<file path="src/rtl/des_ks_pkg.sv">
package des_ks_pkg;

    localparam int KEY_W    = 64;
    localparam int CD_W     = 56;
    localparam int HALF_W   = CD_W / 2;
    localparam int SUBKEY_W = 48;
    localparam int ROUNDS   = 16;
    localparam int RND_W    = $clog2(ROUNDS);

    // Rounds (zero-based) whose rotation is a single place; others use two.
    localparam logic [ROUNDS-1:0] ONE_STEP_MASK = 16'h8103;

    // Key permutation with parity drop: 1-based source bit positions, MSB first.
    localparam int unsigned KEY_SEL [CD_W] = '{
        57, 49, 41, 33, 25, 17,  9,  1, 58, 50, 42, 34, 26, 18,
        10,  2, 59, 51, 43, 35, 27, 19, 11,  3, 60, 52, 44, 36,
        63, 55, 47, 39, 31, 23, 15,  7, 62, 54, 46, 38, 30, 22,
        14,  6, 61, 53, 45, 37, 29, 21, 13,  5, 28, 20, 12,  4
    };

    // Compression permutation: 1-based positions within the 56-bit halves pair.
    localparam int unsigned CMP_SEL [SUBKEY_W] = '{
        14, 17, 11, 24,  1,  5,  3, 28, 15,  6, 21, 10,
        23, 19, 12,  4, 26,  8, 16,  7, 27, 20, 13,  2,
        41, 52, 31, 37, 47, 55, 30, 40, 51, 45, 33, 48,
        44, 49, 39, 56, 34, 53, 46, 42, 50, 36, 29, 32
    };

    typedef struct packed {
        logic [HALF_W-1:0] c;
        logic [HALF_W-1:0] d;
        logic [RND_W-1:0]  rnd;
        logic              dec;
        logic              vld;
    } ks_state_t;

endpackage

</file>
<file path="src/rtl/des_ks_pc1.sv">
module des_ks_pc1
    import des_ks_pkg::*;
(
    input  logic [KEY_W-1:0]  key_i,
    output logic [HALF_W-1:0] c_o,
    output logic [HALF_W-1:0] d_o
);
    for (genvar i = 0; i < HALF_W; i++) begin : g_sel
        assign c_o[HALF_W-1-i] = key_i[KEY_W - KEY_SEL[i]];
        assign d_o[HALF_W-1-i] = key_i[KEY_W - KEY_SEL[HALF_W+i]];
    end
endmodule

</file>
<file path="src/rtl/des_ks_rotate.sv">
module des_ks_rotate #(
    parameter int W        = 28,
    parameter bit TO_RIGHT = 1'b0
) (
    input  logic [W-1:0] in_i,
    input  logic         by_two_i,
    output logic [W-1:0] out_o
);
    logic [W-1:0] by_one;
    logic [W-1:0] by_two;

    if (TO_RIGHT) begin : g_right
        assign by_one = {in_i[0],   in_i[W-1:1]};
        assign by_two = {in_i[1:0], in_i[W-1:2]};
    end else begin : g_left
        assign by_one = {in_i[W-2:0], in_i[W-1]};
        assign by_two = {in_i[W-3:0], in_i[W-1:W-2]};
    end

    assign out_o = by_two_i ? by_two : by_one;
endmodule

</file>
<file path="src/rtl/des_ks_pc2.sv">
module des_ks_pc2
    import des_ks_pkg::*;
(
    input  logic [HALF_W-1:0]   c_i,
    input  logic [HALF_W-1:0]   d_i,
    output logic [SUBKEY_W-1:0] subkey_o
);
    logic [CD_W-1:0] cd;
    assign cd = {c_i, d_i};

    for (genvar i = 0; i < SUBKEY_W; i++) begin : g_sel
        assign subkey_o[SUBKEY_W-1-i] = cd[CD_W - CMP_SEL[i]];
    end
endmodule

</file>
<file path="src/rtl/des_keysched.sv">
module des_keysched
    import des_ks_pkg::*;
(
    input  logic                clk,
    input  logic                rst_n,
    input  logic [KEY_W-1:0]    key_i,
    input  logic                load_i,
    input  logic                next_i,
    input  logic                decrypt_i,
    output logic [SUBKEY_W-1:0] subkey_o,
    output logic [RND_W-1:0]    round_o,
    output logic                valid_o
);
    ks_state_t st_d, st_q;

    logic [HALF_W-1:0] half_key [2];
    logic [HALF_W-1:0] half_q   [2];
    logic [HALF_W-1:0] half_ld  [2];
    logic [HALF_W-1:0] half_fw  [2];
    logic [HALF_W-1:0] half_bw  [2];
    logic [SUBKEY_W-1:0] cmp_out;
    logic [RND_W-1:0]    rnd_up;
    logic                two_up;
    logic                two_here;

    des_ks_pc1 u_pc1 (
        .key_i (key_i),
        .c_o   (half_key[0]),
        .d_o   (half_key[1])
    );

    assign half_q[0] = st_q.c;
    assign half_q[1] = st_q.d;

    // Forward step uses the amount of the round being entered,
    // backward step undoes the amount of the round being left.
    assign rnd_up   = st_q.rnd + RND_W'(1);
    assign two_up   = ~ONE_STEP_MASK[rnd_up];
    assign two_here = ~ONE_STEP_MASK[st_q.rnd];

    for (genvar h = 0; h < 2; h++) begin : g_half
        des_ks_rotate #(.W(HALF_W), .TO_RIGHT(1'b0)) u_rot_ld (
            .in_i     (half_key[h]),
            .by_two_i (~ONE_STEP_MASK[0]),
            .out_o    (half_ld[h])
        );
        des_ks_rotate #(.W(HALF_W), .TO_RIGHT(1'b0)) u_rot_fw (
            .in_i     (half_q[h]),
            .by_two_i (two_up),
            .out_o    (half_fw[h])
        );
        des_ks_rotate #(.W(HALF_W), .TO_RIGHT(1'b1)) u_rot_bw (
            .in_i     (half_q[h]),
            .by_two_i (two_here),
            .out_o    (half_bw[h])
        );
    end

    always_comb begin
        st_d = st_q;
        if (load_i) begin
            st_d.dec = decrypt_i;
            st_d.vld = 1'b1;
            if (decrypt_i) begin
                // Total rotation over all rounds is a full turn.
                st_d.c   = half_key[0];
                st_d.d   = half_key[1];
                st_d.rnd = RND_W'(ROUNDS - 1);
            end else begin
                st_d.c   = half_ld[0];
                st_d.d   = half_ld[1];
                st_d.rnd = '0;
            end
        end else if (next_i && st_q.vld) begin
            if (st_q.dec) begin
                st_d.c   = half_bw[0];
                st_d.d   = half_bw[1];
                st_d.rnd = st_q.rnd - RND_W'(1);
            end else begin
                st_d.c   = half_fw[0];
                st_d.d   = half_fw[1];
                st_d.rnd = rnd_up;
            end
        end
    end

    always_ff @(posedge clk) begin
        if (!rst_n) begin
            st_q <= '0;
        end else begin
            st_q <= st_d;
        end
    end

    des_ks_pc2 u_pc2 (
        .c_i      (st_q.c),
        .d_i      (st_q.d),
        .subkey_o (cmp_out)
    );

    assign subkey_o = st_q.vld ? cmp_out : '0;
    assign round_o  = st_q.rnd;
    assign valid_o  = st_q.vld;
endmodule

</file>
<file path="config.mk">
export PLATFORM = sky130hd
export DESIGN_NAME = des_keysched
export DESIGN_NICKNAME = d
export VERILOG_FILES = /design/src/rtl/des_ks_pkg.sv /design/src/rtl/des_ks_pc1.sv /design/src/rtl/des_ks_rotate.sv /design/src/rtl/des_ks_pc2.sv /design/src/rtl/des_keysched.sv
export SDC_FILE = /design/constraint.sdc
export NUM_CORES = 1
export LEC_CHECK = 0
export ABC_CLOCK_PERIOD_IN_PS = 3250
export BUFFER_PORTS_ARGS = -buffer_cell sky130_fd_sc_hd__buf_4
export CAP_MARGIN = 20
export CORE_AREA = 5 5 174 176
export CTS_CLUSTER_DIAMETER = 100
export DETAILED_ROUTE_END_ITERATION = 7
export DIE_AREA = 0 0 179 181
export PLACE_DENSITY = 0.5
export SLEW_MARGIN = 20
export SYNTH_ARGS = -nofsm -noshare
export SYNTH_HDL_FRONTEND = slang
export SYNTH_HIERARCHICAL = 1
export SYNTH_SLANG_ARGS = --single-unit
</file>
<file path="constraint.sdc">
create_clock -name clk -period 3.25 [get_ports clk]
set_clock_uncertainty 0.2 [all_clocks]
set_input_delay 0.4875 -clock clk [delete_from_list [all_inputs] [get_ports clk]]
set_output_delay 0.4875 -clock clk [all_outputs]
set_load 0.02 [all_outputs]
</file>
==> impl_metrics.yaml, run 1 <==
run_status:
  status: "finished, final reports clean"
cells_and_area:
  layout_commonest_cell: "buf_4"
  drive_gt1_share_pct: 45.6
  mostFrequentLayoutCells: "122 x buf_4, 120 x mux2_4, 112 x a22oi_1"
  multi_input_area_sq_mm: 0.00443
  diodes: 0
  fillers: 3053
  utilization_pct: 26.3
  area_delta_synth_final_pct: 7.01
  fin_nets: 761
  seqCellArea_sq_mm: 0.00126
place:
  finalWeightedCongestion: 0.731
  place.port_buffers: 113
  hpwl_um: 12800
setup_path:
  start_kind: "register"
  crit_type: "register to register"
  cpPeakStageDelay_ps: 440
  cp_data_arrival_time_ps: 2680
  endpoint_kind: "register"
  crit_fanout: 28
  path_delay_family: "compound AO/OA/AOI/OAI gates"
  cp_num_buf_inv: 2
  reg2reg_depth: 10
  r2r_slack_ps: 570
  r2r-start: "round_o[1]"
  cp_data_required_time_ps: 3250
  regToRegEndpoint: "half_q[4]"
  slowest_stage: "dfxtp_1"
  cp_cell_sequence: "inv_1 -> ha_1 -> nor2b_1 -> a21oi_1 -> o22ai_1 -> a21oi_4 -> buf_12 -> mux2_2 -> a22oi_1 -> a31oi_1"
synthesis:
  yosys_warnings: 6
  syn-cell-area_sq_mm: 0.00700
  ys_seq_area_share_pct: 18.0
  synthCells: 728
  syn_avg_cell_area_sq_um: 9.61
  ys_types: 34
  synth-seq-cells: 63
global_route:
  grt_use_total_pct: 12.5
  grt_overflow: 0
  antenna_found_initial: 1
  grt_pass1_vias: 5273
  grt_pass1_wl_um: 32400
  grt_max_degree: 113
pwr:
  p_comb_share_pct: 37.0
  switching_share_pct: 32.9
  totalPowerFinal_mw: 3.10
  p_int_mw: 2.08
  sequentialPowerShare_pct: 31.3
  total_leakage_power_nw: 3.06
  switchingPower_mw: 1.02
  ir_worst_vdd_mv: 0.223
  pwr-share-clk_pct: 31.7
  p_per_area_mw_per_mm2: 414
timing:
  rsz0062_at_grt: "false"
  hold_viol_final: 0
  worst_pin_slew_ps: 771
  max_freq_ghz: 0.373
  slew_viol_final: 0
  fin_hold_ws_ps: 260
  period_minus_slack_ps: 2680
  period_share_pct: 82.6
  finalSetupTns_ps: 0
  setup_viol: 0
  maxSlewHeadroom_pct: 48.6
worst_hold_path:
  hold_path_end: "valid_o"
  min_path_type: "input port to register"
  min_path_cells: 3
  min_from: "rst_n"
route:
  via_count: 5280
  wl_met1_um: 9970
  highest_layer: "met5"
  wl_met2_um: 9250
  met3_length_um: 1190
  vias_per_cell: 4.89
  drtAntennaViolNets: 0
  wirelength_um: 20700
  dr.pass1.iters: 4
  drc_errors: 0
  drt-initial-drc-count: 453
  routedWlPerCell_um: 19.2
floorplan:
  io_pins: 122
  die_w_um: 179
  row_count: 62
  die_area_sq_mm: 0.0324
  coreArea_sq_mm: 0.0285
  start_util_pct: 24.6
  die_h_um: 181
clock_tree:
  postCtsHoldBufs: 0
  clk_pin_slew_ps: 50
  insertion_delay_ps: 340
  htree_levels: 3
  clock-sinks: 63
  cts_made_buffers: 9
  post_cts_resized: 0
  cts_setup_buffers: 0
  clock_path_buffers: 2
  cts_tree: "done"
  cts_root_buffer: "clkbuf_16"
job:
  cap_violations: 0
worst min-delay path, stage by stage:
cell and delay, ps:
buf_4 90, inv_1 80, nor2_1 100
synthesized netlist by cell type, drive strengths merged:
library cell	n	area share (%)
a221oi	1	0.13
conb	1	0.054
nor2b	5	0.45
inv	6	0.32
nand2	1	0.054
o31ai	1	0.11
nor2	6	0.32
a22oi	112	12
ha	2	0.36
nor3	3	0.21
mux2	168	33
a2111o	1	0.16
and2	49	4.4
a311oi	1	0.13
clkbuf	31	1.7
mux2i	1	0.14
nand2b	1	0.089
o22ai	1	0.089
a21oi	8	0.57
nor4	1	0.089
a31oi	57	5.1
nor4b	1	0.13
buf	145	17
o32ai	1	0.13
o21ai	58	4.1
dfxtp	63	18
xnor2	3	0.38
area by class of cell:
cell class              count  area share (%)
inverters                   6           0.301
well taps                 384            6.42
flip-flops and latches     63            16.9
clock buffers              14            3.79
repair buffers            126            13.3
multi-input cells         484            59.2
clock inverters             2           0.167
layer usage:
| metal | GRT usage [%] | vias up |
|---|---|---|
| met1 | 17.7 | 2604 |
| met4 | 3.56 | 2 |
| met2 | 18.8 | 117 |
| li1 | - | 2543 |
| met5 | 0 | - |
| met3 | 3.11 | 14 |
cells by family (layout without fill, tap and decap cells):
kind of cell               after synthesis  in the layout  synth area share, %
and+or+nand+nor                         67             67                 5.72
buffers and inverters                  182            148                 19.3
DFF                                     63             63                 18.0
AOI/OAI and AO/OA                      241            241                 22.6
xor gates and xnor gates                 3              3                0.376
adders and majority gates                2              2                0.358
other                                    1              2               0.0536
muxes                                  169            169                 33.6
how the worst max path moves through the flow:
stage | cells after the start | end | from
after floorplan | 11 | half_q[52] | round_o[0]
final | 10 | half_q[4] | round_o[1]
after global routing | 10 | half_q[4] | round_o[1]
after detailed placement | 10 | half_q[4] | round_o[1]
after global placement | 10 | half_q[0] | round_o[1]
after CTS | 10 | half_q[4] | round_o[1]
sequential cells by signal, summed over array words and instances (netlist names), named ones only:
signal,count
valid_o,1
half_q,56
st_q,1
round_o,4
stage by stage:
step	std cells	cell area, sq um	setup WS (ps)
floorplan	729	7000	772
global placement	1063	7190	579
detailed placement	1063	7190	570
CTS	1079	7490	552
global route	1079	7490	239
finish	1079	7490	566
power by group through the flow:
stage / Sequential [mW] / Combinational, mW / Clock [mW]
after detailed placement: 0.984 / 1.14 / 0
after global placement: 0.984 / 1.14 / 0
final: 0.968 / 1.15 / 0.982
after CTS: 0.967 / 1.15 / 1.02
after global routing: 0.984 / 1.23 / 1.05
after floorplan: 0.936 / 1.09 / 0
(Power assumes the default switching activity.)
==> run 2, diff against run 1 <==
Settings changed: ABC_CLOCK_PERIOD_IN_PS 3250 to 2500.
Clock period 3.25 ns to 2.5 ns, I/O delays scaled along.
==> impl_metrics.yaml, run 2 (synthesized netlist as in run 1, its figures left out) <==
cells_and_area:
  fin_nets: 777
  diodes: 0
  mostFrequentLayoutCells: "129 x mux2_4, 128 x buf_4, 80 x a22oi_1"
  layout_commonest_cell: "mux2_4"
  area_delta_synth_final_pct: 13.9
  largest_reg_flops: 56
  design_area_sq_mm: 0.00797
  utilization_pct: 28.0
  drive_gt1_share_pct: 52.8
timing:
  slew_viol_final: 0
  rsz0062_at_grt: "true"
  setup_viol: 0
  period_minus_slack_ps: 2450
  period_share_pct: 98.0
  worst_pin_slew_ps: 522
  max_freq_ghz: 0.408
  hold_viol_final: 0
  fin_hold_ws_ps: 180
  maxSlewHeadroom_pct: 65.2
route:
  drc_errors: 0
  drtAntennaViolNets: 0
  routedWlPerCell_um: 19.4
  drt-initial-drc-count: 362
  wirelength_um: 21200
  via_count: 5440
  dr.pass1.iters: 5
  vias_per_cell: 4.97
floorplan:
  die_area_sq_mm: 0.0324
  io_pins: 122
  coreArea_sq_mm: 0.0285
  die_w_um: 179
  row_count: 62
  die_h_um: 181
  start_util_pct: 24.6
pwr:
  total_leakage_power_nw: 3.23
  ir_worst_vdd_mv: 0.300
  totalPowerFinal_mw: 4.18
  p_per_area_mw_per_mm2: 525
setup_path:
  slowest_stage: "dfxtp_4"
  r2r-start: "round_o[0]"
  cp_data_required_time_ps: 2510
  cpPeakStageDelay_ps: 380
  crit_path_end: "half_q[19]"
  crit_fanout: 8
  crit_start: "round_o[0]"
  r2r_slack_ps: 50
  cp_cell_sequence: "inv_4 -> ha_4 -> nor2b_2 -> a21oi_2 -> o22ai_2 -> a21oi_4 -> buf_12 -> clkbuf_16 -> mux2_4 -> a22oi_2 -> a31oi_1"
  reg2reg_depth: 11
  endpoint_kind: "register"
  regToRegEndpoint: "half_q[19]"
  start_kind: "register"
  crit_type: "register to register"
  cp_data_arrival_time_ps: 2460
worst_hold_path:
  min_path_type: "input port to register"
global_route:
  grt_pass1_vias: 5413
  antenna_found_initial: 2
  use_met3_pct: 2.95
  busiest_layer: "met2"
  grt_max_degree: 113
  grt_overflow: 0
  grt_use_total_pct: 12.7
  grtUsageMet2_pct: 18.5
  grt_pass1_wl_um: 32800
  grt_use_met1_pct: 18.1
clock_tree:
  clk_pin_slew_ps: 60
  clock-sinks: 63
  cts_root_buffer: "clkbuf_16"
  cts_tree: "done"
  insertion_delay_ps: 340
  clock_path_buffers: 2
  cts_made_buffers: 9
  htree_levels: 3
  postCtsHoldBufs: 0
place:
  place.port_buffers: 113
  placed_area_sq_mm: 0.00735
  finalWeightedCongestion: 0.738
  hpwl_um: 13200
run_status:
  status: "finished, final reports clean"
job:
  cap_violations: 0
==> run 2: changes by cell type in the layout (fill, tap and decap cells not counted), sizes merged <==
| cell | delta |
|---|---|
| clkbuf | +1 |
| buf | +12 |
| clkinv | +2 |
==> run 2: layout make-up <==
cell class                 instances  area (sq um)
timing repair buffer             142          1270
inverter                           6          25.0
tap                              384           480
clock inverter                     4          22.5
sequential                        63          1270
fill                            3049         20500
clock buffer                      11           243
multi-input combinational        484          4660
==> run 2: power breakdown <==
| group | total, mW | internal [mW] | switching (mW) |
|---|---|---|---|
| Sequential | 1.25 | 1.10 | 0.150 |
| Clock | 1.19 | 0.688 | 0.500 |
| Combinational | 1.74 | 0.987 | 0.756 |
| Total | 4.18 | 2.78 | 1.40 |
==> run 2: critical path, delay by kind of cell (launching register included) <==
family,cells,cell delay [ps]
adder cells (fa/ha/maj),1,260
AO/OA/AOI/OAI,5,670
AND/OR/NAND/NOR,1,50
flip-flops,1,380
multiplexers,1,310
buffers and inverters,3,430
==> run 2: through the flow <==
step	instances	worst slack (ps)	setup TNS, ps
floorplan	729	21.7	0
global placement	1074	-73.9	-2040
detailed placement	1074	-91.9	-2850
CTS	1089	2.05	0
global route	1094	-30.1	-496
finish	1094	50.4	0
==> run 2: worst min-delay path by stage <==
stage	cells after the start	to	startpoint	slack, ps
after detailed placement	2	half_q[34]	half_q[34]	380
final	3	half_q[15]	key_i[34]	180
after global routing	3	half_q[53]	key_i[23]	170
after floorplan	2	round_o[1]	rst_n	320
after CTS	3	half_q[21]	key_i[49]	170
after global placement	2	half_q[31]	half_q[31]	370
==> run 2: metal layers <==
| metal | routed length [um] | up-vias |
|---|---|---|
| met5 | 34 | - |
| met4 | 374 | 4 |
| met3 | 1100 | 22 |
| met2 | 9430 | 127 |
| met1 | 10200 | 2702 |
| li1 | - | 2585 |
==> run 2: repair_timing <==
| item | CTS | global route |
|---|---|---|
| gates resized for setup | 6 | 49 |
| pin swaps | 0 | 37 |
| setup endpoints to repair | 53 | 55 |
| gates cloned | 0 | 4 |
| buffers inserted | 0 | 2 |
==> run 3, diff against run 2 <==
Settings changed: RECOVER_POWER set to 25.
==> impl_metrics.yaml, run 3 (synthesized netlist as in run 1, its figures left out) <==
run_status:
  status: "finished, final reports clean"
pwr:
  p_per_area_mw_per_mm2: 525
  total_leakage_power_nw: 3.22
  ir_worst_vdd_mv: 0.300
  totalPowerFinal_mw: 4.18
setup_path:
  start_kind: "register"
  slowest_stage: "dfxtp_4"
  cp_data_arrival_time_ps: 2460
  cp_num_buf_inv: 3
  crit_type: "register to register"
  cp_num_cells: 11
  crit_fanout: 8
  cp_cell_sequence: "inv_4 -> ha_4 -> nor2b_2 -> a21oi_2 -> o22ai_2 -> a21oi_4 -> buf_12 -> clkbuf_16 -> mux2_4 -> a22oi_2 -> a31oi_1"
  path_delay_family: "compound AO/OA/AOI/OAI gates"
  reg2reg_depth: 11
  cp_data_required_time_ps: 2510
  endpoint_kind: "register"
  cpPeakStageDelay_ps: 380
cells_and_area:
  drive_gt1_share_pct: 52.7
  diodes: 0
  area_delta_synth_final_pct: 13.8
  multi_input_area_sq_mm: 0.00466
  mostFrequentLayoutCells: "129 x mux2_4, 127 x buf_4, 80 x a22oi_1"
  layout_commonest_cell: "mux2_4"
  largest_reg_flops: 56
  seqCellArea_sq_mm: 0.00127
  fillers: 3049
  design_area_sq_mm: 0.00796
  utilization_pct: 28.0
  fin_nets: 777
timing:
  max_freq_ghz: 0.408
  setup_viol: 0
  hold_viol_final: 0
  period_minus_slack_ps: 2450
  finalSetupTns_ps: 0
  rsz0062_at_grt: "true"
  worst_pin_slew_ps: 522
  maxSlewHeadroom_pct: 65.2
  slew_viol_final: 0
  period_share_pct: 98.0
clock_tree:
  clk_pin_slew_ps: 60
  clock-sinks: 63
  htree_levels: 3
  insertion_delay_ps: 340
  cts_made_buffers: 9
  cts_root_buffer: "clkbuf_16"
  clock_path_buffers: 2
  cts_tree: "done"
place:
  placed_area_sq_mm: 0.00735
  place.port_buffers: 113
  hpwl_um: 13200
  finalWeightedCongestion: 0.738
global_route:
  grt_pass1_vias: 5413
  grt_overflow: 0
  grt_use_total_pct: 12.7
  antenna_found_initial: 2
  grt_max_degree: 113
  grt_pass1_wl_um: 32800
route:
  drtAntennaViolNets: 0
  wirelength_um: 21200
  vias_per_cell: 4.97
  drc_errors: 0
  routedWlPerCell_um: 19.4
  drt-initial-drc-count: 362
  via_count: 5442
  dr.pass1.iters: 5
floorplan:
  die_area_sq_mm: 0.0324
  start_util_pct: 24.6
  die_w_um: 179
  die_h_um: 181
  coreArea_sq_mm: 0.0285
  io_pins: 122
  row_count: 62
worst_hold_path:
  min_path_type: "input port to register"
  min_path_cells: 3
job:
  cap_violations: 0
run 3: worst paths after layout:
path / from / to / slack (ps)
worst min register to register: half_q[34] / half_q[34] / 390
worst max register to register: round_o[0] / half_q[19] / 50
worst min-delay path: key_i[34] / half_q[15] / 180
worst max-delay path: round_o[0] / half_q[19] / 50
run 3: layout make-up:
cell class	instances	area share, %
multi-input cells	484	58.5
flip-flops and latches	63	15.9
repair buffers	142	15.9
well taps	384	6.03
clock buffers	11	3.05
inverters	6	0.314
clock inverters	4	0.283
run 3: tightest hold or removal path, cell delays in order:
cell     delay (ps)
buf_4           100
a22oi_2          60
a31oi_1         140
run 3: metal layers:
metal	vias up	global-route usage (%)	routed length (um)	share of wire, %
li1	2585	-	-	-
met1	2704	18.1	10300	48
met2	127	18.5	9410	44
met3	22	2.95	1090	5.1
met4	4	4.73	374	1.8
met5	-	0	34	0.16
run 3: timing repair:
item	CTS	global route
buffers inserted	0	2
hold buffers	0	0
setup endpoints to repair	53	55
pin swaps	0	37
resized for setup	6	49
gates cloned	0	4
run 3: stage by stage:
stage          hold WS (ps)  instances  setup WS, ps
2_1_floorplan           324        729          21.7
3_3_place_gp            374       1074         -73.9
5_1_grt                 171       1094         -30.1
4_1_cts                 165       1089          2.05
3_5_place_dp            378       1074         -91.9
6_report                180       1094          50.5
run 3: where the power goes:
part           switching [mW]  internal, mW  leakage [nW]
clock network           0.501         0.688         0.131
logic                   0.756         0.986          2.57
registers               0.150          1.10         0.524
